[config.mk]
export PLATFORM = sky130hd
export DESIGN_NAME = pcm_pad_mute
export DESIGN_NICKNAME = d
export VERILOG_FILES = /design/src/rtl/pcm_pad_pkg.sv /design/src/rtl/law_expander.sv /design/src/rtl/law_compressor.sv /design/src/rtl/pcm_pad_mute.sv
export SDC_FILE = /design/constraint.sdc
export NUM_CORES = 1
export LEC_CHECK = 0
export ABC_CLOCK_PERIOD_IN_PS = 12200
export BUFFER_PORTS_ARGS = -buffer_cell sky130_fd_sc_hd__buf_2
export CORE_MARGIN = 2
export CORE_UTILIZATION = 40
export DETAILED_ROUTE_END_ITERATION = 6
export HOLD_SLACK_MARGIN = 0.06
export PLACE_DENSITY = 0.57
export SLEW_MARGIN = 20
export SYNTH_ARGS = -nofsm -noshare
export SYNTH_HDL_FRONTEND = slang
export SYNTH_SLANG_ARGS = --single-unit
export TNS_END_PERCENT = 20
[constraint.sdc]
create_clock -name clk -period 12.2 [get_ports clk]
set_clock_uncertainty 0.1 [all_clocks]
set_input_delay 0.61 -clock clk [delete_from_list [all_inputs] [get_ports clk]]
set_output_delay 0.61 -clock clk [all_outputs]
set_load 0.02 [all_outputs]
[src/rtl/pcm_pad_pkg.sv]
package pcm_pad_pkg;

    localparam int BYTE_W = 8;
    localparam int LIN_W  = 14;
    localparam int SHIFT  = 2;

    localparam logic [BYTE_W-1:0] MU_IDLE = 8'hFF;
    localparam logic [BYTE_W-1:0] A_IDLE  = 8'hD5;
    localparam logic [BYTE_W-1:0] A_TOGGLE = 8'h55;

    typedef enum logic [1:0] {
        S_IDLE   = 2'd0,
        S_EXPAND = 2'd1,
        S_SCALE  = 2'd2,
        S_EMIT   = 2'd3
    } stage_e;

    function automatic logic [BYTE_W-1:0] idle_code(input logic alaw);
        return alaw ? A_IDLE : MU_IDLE;
    endfunction

endpackage

[src/rtl/law_expander.sv]
module law_expander
    import pcm_pad_pkg::*;
#(
    parameter int LW = LIN_W
) (
    input  logic [BYTE_W-1:0]    code_i,
    input  logic                 alaw_i,
    output logic signed [LW-1:0] lin_o
);
    localparam logic [LW-1:0] BIAS = LW'(33);
    localparam logic [LW-1:0] HALF = LW'(32);

    logic [BYTE_W-1:0] t;
    logic [2:0]        seg;
    logic [3:0]        mant;
    logic [LW-1:0]     step;
    logic [LW-1:0]     mag;

    always_comb begin
        t    = alaw_i ? (code_i ^ A_TOGGLE) : ~code_i;
        seg  = t[6:4];
        mant = t[3:0];
        step = LW'({mant, 1'b1});
        if (alaw_i) begin
            if (seg == 3'd0) mag = step;
            else             mag = (step + HALF) << (seg - 3'd1);
        end else begin
            mag = ((step + HALF) << seg) - BIAS;
        end
        lin_o = code_i[7] ? signed'(mag) : -signed'(mag);
    end

endmodule

[src/rtl/law_compressor.sv]
module law_compressor
    import pcm_pad_pkg::*;
#(
    parameter int LW = LIN_W
) (
    input  logic signed [LW-1:0] lin_i,
    input  logic                 alaw_i,
    output logic [BYTE_W-1:0]    code_o
);
    localparam int EW = LW + 1;
    localparam logic [EW-1:0] MU_CLIP = EW'(8158);
    localparam logic [EW-1:0] A_CLIP  = EW'(4095);
    localparam logic [EW-1:0] BIAS    = EW'(33);

    logic              neg;
    logic signed [EW-1:0] ext;
    logic [EW-1:0]     mag;
    logic [EW-1:0]     val;
    logic [EW-1:0]     sh;
    int                top;
    logic [2:0]        seg;
    logic [3:0]        mant;

    always_comb begin
        neg = lin_i[LW-1];
        ext = {lin_i[LW-1], lin_i};
        if (alaw_i) mag = neg ? unsigned'(-ext - EW'(1)) : unsigned'(ext);
        else        mag = neg ? unsigned'(-ext)          : unsigned'(ext);
        if (alaw_i) val = (mag > A_CLIP)  ? A_CLIP : mag;
        else        val = ((mag > MU_CLIP) ? MU_CLIP : mag) + BIAS;
        top = 0;
        for (int i = 0; i < EW; i++) begin
            if (val[i]) top = i;
        end
        seg  = 3'd0;
        mant = 4'd0;
        sh   = '0;
        if (alaw_i) begin
            if (top < 5) begin
                sh  = val >> 1;
            end else begin
                seg = 3'(top - 4);
                sh  = val >> (top - 4);
            end
            mant   = sh[3:0];
            code_o = {~neg, seg, mant} ^ A_TOGGLE;
        end else begin
            seg    = 3'(top - 5);
            sh     = val >> (top - 4);
            mant   = sh[3:0];
            code_o = {~neg, ~seg, ~mant};
        end
    end

endmodule

[src/rtl/pcm_pad_mute.sv]
module pcm_pad_mute
    import pcm_pad_pkg::*;
(
    input  logic              clk,
    input  logic              rst_n,
    input  logic              frame_stb,
    input  logic [BYTE_W-1:0] pcm_in,
    input  logic              sel_pad,
    input  logic              sel_alaw,
    input  logic              atten_en,
    input  logic              thru,
    output logic [BYTE_W-1:0] pcm_out,
    output logic              out_vld
);
    stage_e st_q, st_d;

    logic [BYTE_W-1:0]       cap_byte;
    logic                    cap_pad, cap_alaw, cap_en, cap_thru;
    logic signed [LIN_W-1:0] lin_q;
    logic signed [LIN_W-1:0] lin_exp;
    logic [BYTE_W-1:0]       pack_code;
    logic [BYTE_W-1:0]       pick;

    law_expander #(.LW(LIN_W)) u_exp (
        .code_i (cap_byte),
        .alaw_i (cap_alaw),
        .lin_o  (lin_exp)
    );

    law_compressor #(.LW(LIN_W)) u_cmp (
        .lin_i  (lin_q),
        .alaw_i (cap_alaw),
        .code_o (pack_code)
    );

    // next-state logic
    always_comb begin
        st_d = st_q;
        unique case (st_q)
            S_IDLE:   if (frame_stb) st_d = S_EXPAND;   // CAPTURE
            S_EXPAND: st_d = S_SCALE;                   // LINEARIZE
            S_SCALE:  st_d = S_EMIT;                    // ATTENUATE
            S_EMIT:   st_d = S_IDLE;                    // PUBLISH
            default:  st_d = S_IDLE;
        endcase
    end

    // state register
    always_ff @(posedge clk or negedge rst_n) begin
        if (!rst_n) st_q <= S_IDLE;
        else        st_q <= st_d;
    end

    // result selection
    always_comb begin
        if (cap_thru || !cap_en) pick = cap_byte;
        else if (!cap_pad)       pick = idle_code(cap_alaw);
        else                     pick = pack_code;
    end

    // datapath and outputs
    always_ff @(posedge clk or negedge rst_n) begin
        if (!rst_n) begin
            cap_byte <= '0;
            cap_pad  <= 1'b0;
            cap_alaw <= 1'b0;
            cap_en   <= 1'b0;
            cap_thru <= 1'b0;
            lin_q    <= '0;
            pcm_out  <= '0;
            out_vld  <= 1'b0;
        end else begin
            out_vld <= (st_q == S_EMIT);
            unique case (st_q)
                S_IDLE: begin
                    if (frame_stb) begin
                        cap_byte <= pcm_in;
                        cap_pad  <= sel_pad;
                        cap_alaw <= sel_alaw;
                        cap_en   <= atten_en;
                        cap_thru <= thru;
                    end
                end
                S_EXPAND: lin_q   <= lin_exp;
                S_SCALE:  lin_q   <= lin_q >>> SHIFT;
                S_EMIT:   pcm_out <= pick;
                default:  ;
            endcase
        end
    end

    AST_VLD_LATENCY: assert property (@(posedge clk) disable iff (!rst_n)
        (st_q == S_IDLE && frame_stb) |-> ##4 out_vld);
    AST_VLD_ONE_CYCLE: assert property (@(posedge clk) disable iff (!rst_n)
        out_vld |=> !out_vld);
    AST_BUSY_NO_CAPTURE: assert property (@(posedge clk) disable iff (!rst_n)
        (st_q != S_IDLE) |=> (st_q != S_EXPAND));
    AST_PLAIN_PASS: assert property (@(posedge clk) disable iff (!rst_n)
        (out_vld && !$past(thru, 4) && !$past(atten_en, 4)) |-> pcm_out == $past(pcm_in, 4));
    AST_SILENCE_CODE: assert property (@(posedge clk) disable iff (!rst_n)
        (out_vld && !$past(thru, 4) && $past(atten_en, 4) && !$past(sel_pad, 4))
        |-> pcm_out == ($past(sel_alaw, 4) ? A_IDLE : MU_IDLE));
    AST_THRU_PASS: assert property (@(posedge clk) disable iff (!rst_n)
        (out_vld && $past(thru, 4)) |-> pcm_out == $past(pcm_in, 4));
    AST_OUT_HELD: assert property (@(posedge clk) disable iff (!rst_n)
        !out_vld |-> $stable(pcm_out));

endmodule

Word-level counts from Yosys, hierarchy flattened
Cells that the tools add are included.

storage, ports and cells
  output and inout port bits = 9
  word-level logic and storage cells = 78
  register bits after elaboration = 37

operators by class
  reductions and logical operators = 7
  muxes and demuxes = 35
  equality and inequality tests = 4
  bitwise operators = 7
  shift operators = 3
  add/subtract/negate cells = 9
  $lt $le $gt $ge = 3

operators by type and width
  operator                                                         number
  two-way mux 15 bit                                               6
  two-way mux 14 bit                                               3
  two-way mux 4 bit                                                9
  right shift 15 x 32 -> 4 bit                                     1
  case mux 14 bit (2 select lines)                                 1
  << shifter 14 x 3 -> 14 bit                                      2
  two-way mux 3 bit                                                6
  two-way mux 8 bit                                                2
  adder 15 x 6 -> 15 bit, second input constant                    1
  greater-than comparator 15 x 12 -> 1 bit, second input constant  1
  greater-than comparator 15 x 13 -> 1 bit, second input constant  1
  negator 14 -> 15 bit                                             1
  subtractor 15 x 2 -> 15 bit, second input constant               1
  two-way mux 7 bit                                                2
  negator 14 bit                                                   1
  subtractor 14 x 6 -> 14 bit, second input constant               1
  inverter 4 bit                                                   3
  case mux 2 bit (4 select lines)                                  1
  adder 5 x 6 -> 7 bit, second input constant                      1
  inverter 7 bit                                                   1
  two-way mux 2 bit                                                3
  two-way mux 6 bit                                                1
  subtractor 4 x 3 -> 5 bit, second input constant                 1
  equality test 2 bit, second input constant                       2
  other kinds (14)                                                 16

Logic depth before layout (Yosys ltp)
  depth in word-level cells = 30
  gate-level depth with buffers = 33

Cells and area by module
From an unflattened synthesis, not the netlist that was laid out.

unflattened totals
  cell total of the unflattened synthesis = 785
  area, all modules = 6004.5 um^2

modules (own cells, without submodules)
  module          sequential area each (um^2)  cells an instance  instances  area each (um^2)
  law_compressor  0.0                          400                1          2652.5
  law_expander    0.0                          248                1          1689.1
  pcm_pad_mute    925.9                        137                1          1662.8

Worst setup path after synthesis
Ideal clock, no wire load.

  path type = register to register
  from = reg lin_q[0]
  to = reg pcm_out[2]
  path buffers = 3
  arrival = 6.386 ns
  clock period less this slack = 6.612 ns
  setup slack = 5.588 ns
  data required time = 11.975 ns
  stages on the path, launching flop included = 30
  setup time = 0.125 ns
  cells stage by stage = dfrtp_1 -> clkbuf_1 -> inv_1 -> ha_1 -> or3b_1 -> or2_2 -> a21oi_1 -> a22oi_1 -> a2111oi_1 -> nor3_2 -> o2111ai_2 -> buf_6 -> nand2_1 -> nor2_1 -> ha_1 -> nand3_1 -> a31o_2 -> a221oi_1 -> o221a_2 -> a21boi_2 -> buf_2 -> nor2_1 -> inv_1 -> ha_1 -> o2111a_1 -> nand2_1 -> and2_1 -> or4b_1 -> nand3_1 -> o21ai_1

on the way
  word-level cells in the longest chain between the ends = 30

ends and longest elaborated chain
  item                                      line                                        RTL
  start, declared                           pcm_pad_mute.sv:19                          logic signed [LIN_W-1:0] lin_q;
  start signal, assigned                    pcm_pad_mute.sv:84                          S_EXPAND: lin_q <= lin_exp;
  start signal, assigned                    pcm_pad_mute.sv:85                          S_SCALE: lin_q <= lin_q >>> SHIFT;
  negator 14 -> 15 bit                      law_compressor.sv:27, law_compressor.sv:28
  subtractor 15 x 2 -> 15 bit               law_compressor.sv:27                        if (alaw_i) mag = neg ? unsigned'(-ext - EW'(1)) : unsigned'(ext);
  two-way mux 15 bit                        law_compressor.sv:27
  two-way mux 15 bit *                      law_compressor.sv:27
  greater-than comparator 15 x 13 -> 1 bit  law_compressor.sv:30                        else val = ((mag > MU_CLIP) ? MU_CLIP : mag) + BIAS;
  two-way mux 15 bit                        law_compressor.sv:30
  adder 15 x 6 -> 15 bit                    law_compressor.sv:30
  two-way mux 15 bit *                      law_compressor.sv:29                        if (alaw_i) val = (mag > A_CLIP) ? A_CLIP : mag;
  [... 14 more ...]                         --
  subtractor 4 x 3 -> 5 bit                 --
  right shift 15 x 32 -> 4 bit              law_compressor.sv:43, law_compressor.sv:49
  two-way mux 4 bit                         law_compressor.sv:39                        if (top < 5) begin
  two-way mux 4 bit                         law_compressor.sv:38                        if (alaw_i) begin
  inverter 4 bit (no line)                  --
  two-way mux 7 bit *                       law_compressor.sv:38
  two-way mux 8 bit *                       pcm_pad_mute.sv:57                          else if (!cap_pad) pick = idle_code(cap_alaw);
  two-way mux 8 bit *                       pcm_pad_mute.sv:56                          if (cap_thru || !cap_en) pick = cap_byte;
  end signal, assigned                      pcm_pad_mute.sv:86                          S_EMIT: pcm_out <= pick;
  end, declared                             pcm_pad_mute.sv:12                          output logic [BYTE_W-1:0] pcm_out,

Mark *: on every way between the ends. The rest lies on a longest branch, timed or not. The select of a mux whose other input is x is not followed.
A chain may end at the register's enable or synchronous reset.

Final worst setup path
Same ends and word-level chain as after synthesis.

==> impl_results.md <==
* Status: finished, final reports clean
* Root Driver: clkbuf_16
* Top-count cell post-synth: nor2_1
* Area growth from synthesis to layout at 4.69%
* Max Clk Rate at 122 MHz
* Global-route wire length before repair at 29700 um
* PortBufs at 23
* Area share of the leading cell type in the synthesized netlist at between 10% and 20%
* # Post-CTS Setup Buffers at 0
* Number of CTS-inserted buffers at 5
* Worst Setup SP: lin_q[0]$_DFFE_PN0P_
* Crit path time final at 8230 ps
* Via-to-Cell Ratio at 6.43
* Bufs on Longest Clock Path at 2
* Ys Warns at 0
* Hold_buf cts at 0
* Final Cell Area at between 0.005 and 0.006 mm2
* Library cells used by synthesis at 95
* Grt ovf at 0
* Clock transition at the registers of the reported paths at 50 ps
* Fraction of registers with async set/reset at 100%
* Antenna cell count at 0
* Vias in the first global route at 5670
* Fillcell total at roughly 1.4k
* DRC errors left at 0
* Nets at 799
* Placed inst area at 0.00580 mm2
* CP Class: flop to flop
* DR iter-0 viols at slightly below 700
* Total GRT Usage at 24.6%
* Prevailing post-synth register cell: dfrtp_1
* Dpl hpwl at 13900 um
* Total I/O pin count at 24
* Syn Std Cell Area at 0.00568 mm2
* Cells taking the most area after synthesis: dfrtp_1 (16%), nor2_1 (5.7%), xnor2_1 (4.8%)
* Worst-margin pin slew at a little under 1000 ps
* Post-synthesis area per instance at about 7.2 um2
* Final Max Tran Viols at 0
* Flop and latch count out of synthesis at 37
* Insertion delay to the later sink of the worst-skew pair at 290 ps
* FF-to-FF End: pcm_out[2]$_DFFE_PN0P_
* Startpoint Class: flop
* Setup violations, final at 0
* Non-filler cells, final at 945
* Placed insts at 938
* Gpl congestion at 0.941
* Core Footprint at 0.0139 mm2
* Crit share post-route at 67.4%
* Total wire length at 18200 um
* Post-Syn Nets at 823
* Initial antenna violation count at 0
* Unrepaired setup endpoints after global routing: no
* Final setup TNS at 0 ps
* DRT Pass-1 Iters at 5
* Reg2reg path depth at 24
* Post-synth EDFFs at 0
* Hold Crit Class: input port to asynchronous set/reset pin
* Die area at 0.0152 mm2
* CTS tree: built
* Reg2reg start: lin_q[0]$_DFFE_PN0P_
* DIE WIDTH at 123 um
* Cell taking the most area after synthesis: dfrtp_1
* Max-cap violations at 0
* WP data arrival at a little over 8000 ps
* Initial Util at 40.9%
* Die H at 123 um
* Crit end category: flop
* Hold_ws at 337 ps
* Register area share after synthesis at between 10% and 20%
* Largest net degree at the start of global routing at 38
* Fraction of layout cells with a size suffix above 1 at about an eighth
* Gate Count Post-Synth at 789
* CTS H-tree lvls at 2
* CTS resizes at 0
* Row Count at 43
* Clock sink total at 37
* Crit-path max FO at 17
* Worst Path Required at 12270 ps
* Per-cell routed wire length at between 15 and 20 um
* Most frequent cells after synthesis: nor2_1 (86), nand2_1 (61), a21oi_1 (50), o21ai_0 (50), clkbuf_1 (44)
* Register-to-Register Setup Slack at 3970 ps
* Vias at about 6.1k
* Slew HR at about a third
* Final Hold Fails at 0
* Antenna viol nets, final at 0
worst max path at each step:
stage                     cells after the start                endpoint
after floorplan                              29  pcm_out[2]$_DFFE_PN0P_
after global routing                         26  pcm_out[2]$_DFFE_PN0P_
after CTS                                    26  pcm_out[2]$_DFFE_PN0P_
after global placement                       24  pcm_out[2]$_DFFE_PN0P_
final                                        24  pcm_out[2]$_DFFE_PN0P_
after detailed placement                     26  pcm_out[2]$_DFFE_PN0P_
registers in the layout, indices dropped and copies added, names as in the netlist:
| register | flops |
|---|---|
| cap_alaw | 1 |
| cap_byte | 8 |
| cap_en | 1 |
| cap_pad | 1 |
| cap_thru | 1 |
| lin_q | 14 |
| out_vld | 1 |
| pcm_out | 8 |
| st_q | 2 |
area by class of cell:
cell class,instances,area [um2],area share [%]
Inverter,34,128,2.15
Tap cell,180,225,3.79
Clock buffer,7,143,2.40
Timing Repair Buffer,27,145,2.44
Sequential cell,37,927,15.6
Multi-Input combinational cell,660,4380,73.6
routing by layer:
metal | GRT usage, % | wire, um
met5 | 0 | 0
met4 | 7.24 | 458
met3 | 2.44 | 1110
met2 | 40.4 | 8600
met1 | 34.3 | 8080
critical path: stages (launching register included):
cell and delay, ps:
dfrtp_1 490, inv_1 200, ha_1 330, nor2b_1 820, nand2_1 320, a221o_1 410
o221ai_1 350, nand3_1 290, nor3_2 310, o2111ai_2 400, and2_4 340, nand2_1 70
ha_1 290, nand3_1 240, a31o_2 390, a211o_1 290, a21oi_1 470, a31o_2 280
inv_2 120, ha_1 410, nor2_1 310, and2_1 250, or4b_1 460, nand3_1 100
o21ai_1 60
logic make-up after synthesis:
logic type                 synth area share [%]
xor gates and xnor gates                   6.92
buffers and inverters                      6.61
AOI/OAI and AO/OA                          31.8
adders and majority gates                  4.19
muxes                                      7.10
and+or+nand+nor                            27.1
DFF                                        16.3
cell usage in the layout (no fill, tap or decap), types with 6 or more instances in the layout:
master / instances
nor2_1: 86
nand2_1: 61
o21ai_0: 50
a21oi_1: 50
dfrtp_1: 36
nand3_1: 33
inv_1: 32
xnor2_1: 31
a31oi_1: 29
nor3_1: 23
buf_2: 23
ha_1: 19
mux2_2: 16
or3_1: 15
o211ai_1: 15
mux2i_1: 14
nand2b_1: 13
xor2_1: 12
nand4_1: 10
and3_1: 10
o21a_1: 8
a211oi_1: 8
nor2b_1: 7
nor4_1: 7
or4_1: 6
o221ai_1: 6
o22ai_1: 6
or2_2: 6
o21ai_1: 6
metrics by stage:
step,setup WS (ps),utilization (%)
floorplan,5590,-
global placement,4320,41.8
detailed placement,4150,41.8
CTS,4130,42.8
global route,3300,42.8
finish,3970,42.8
Power is left out: the tool's default activity adds up to more than one toggle a clock period on the data nets, which glitch-free logic cannot reach.
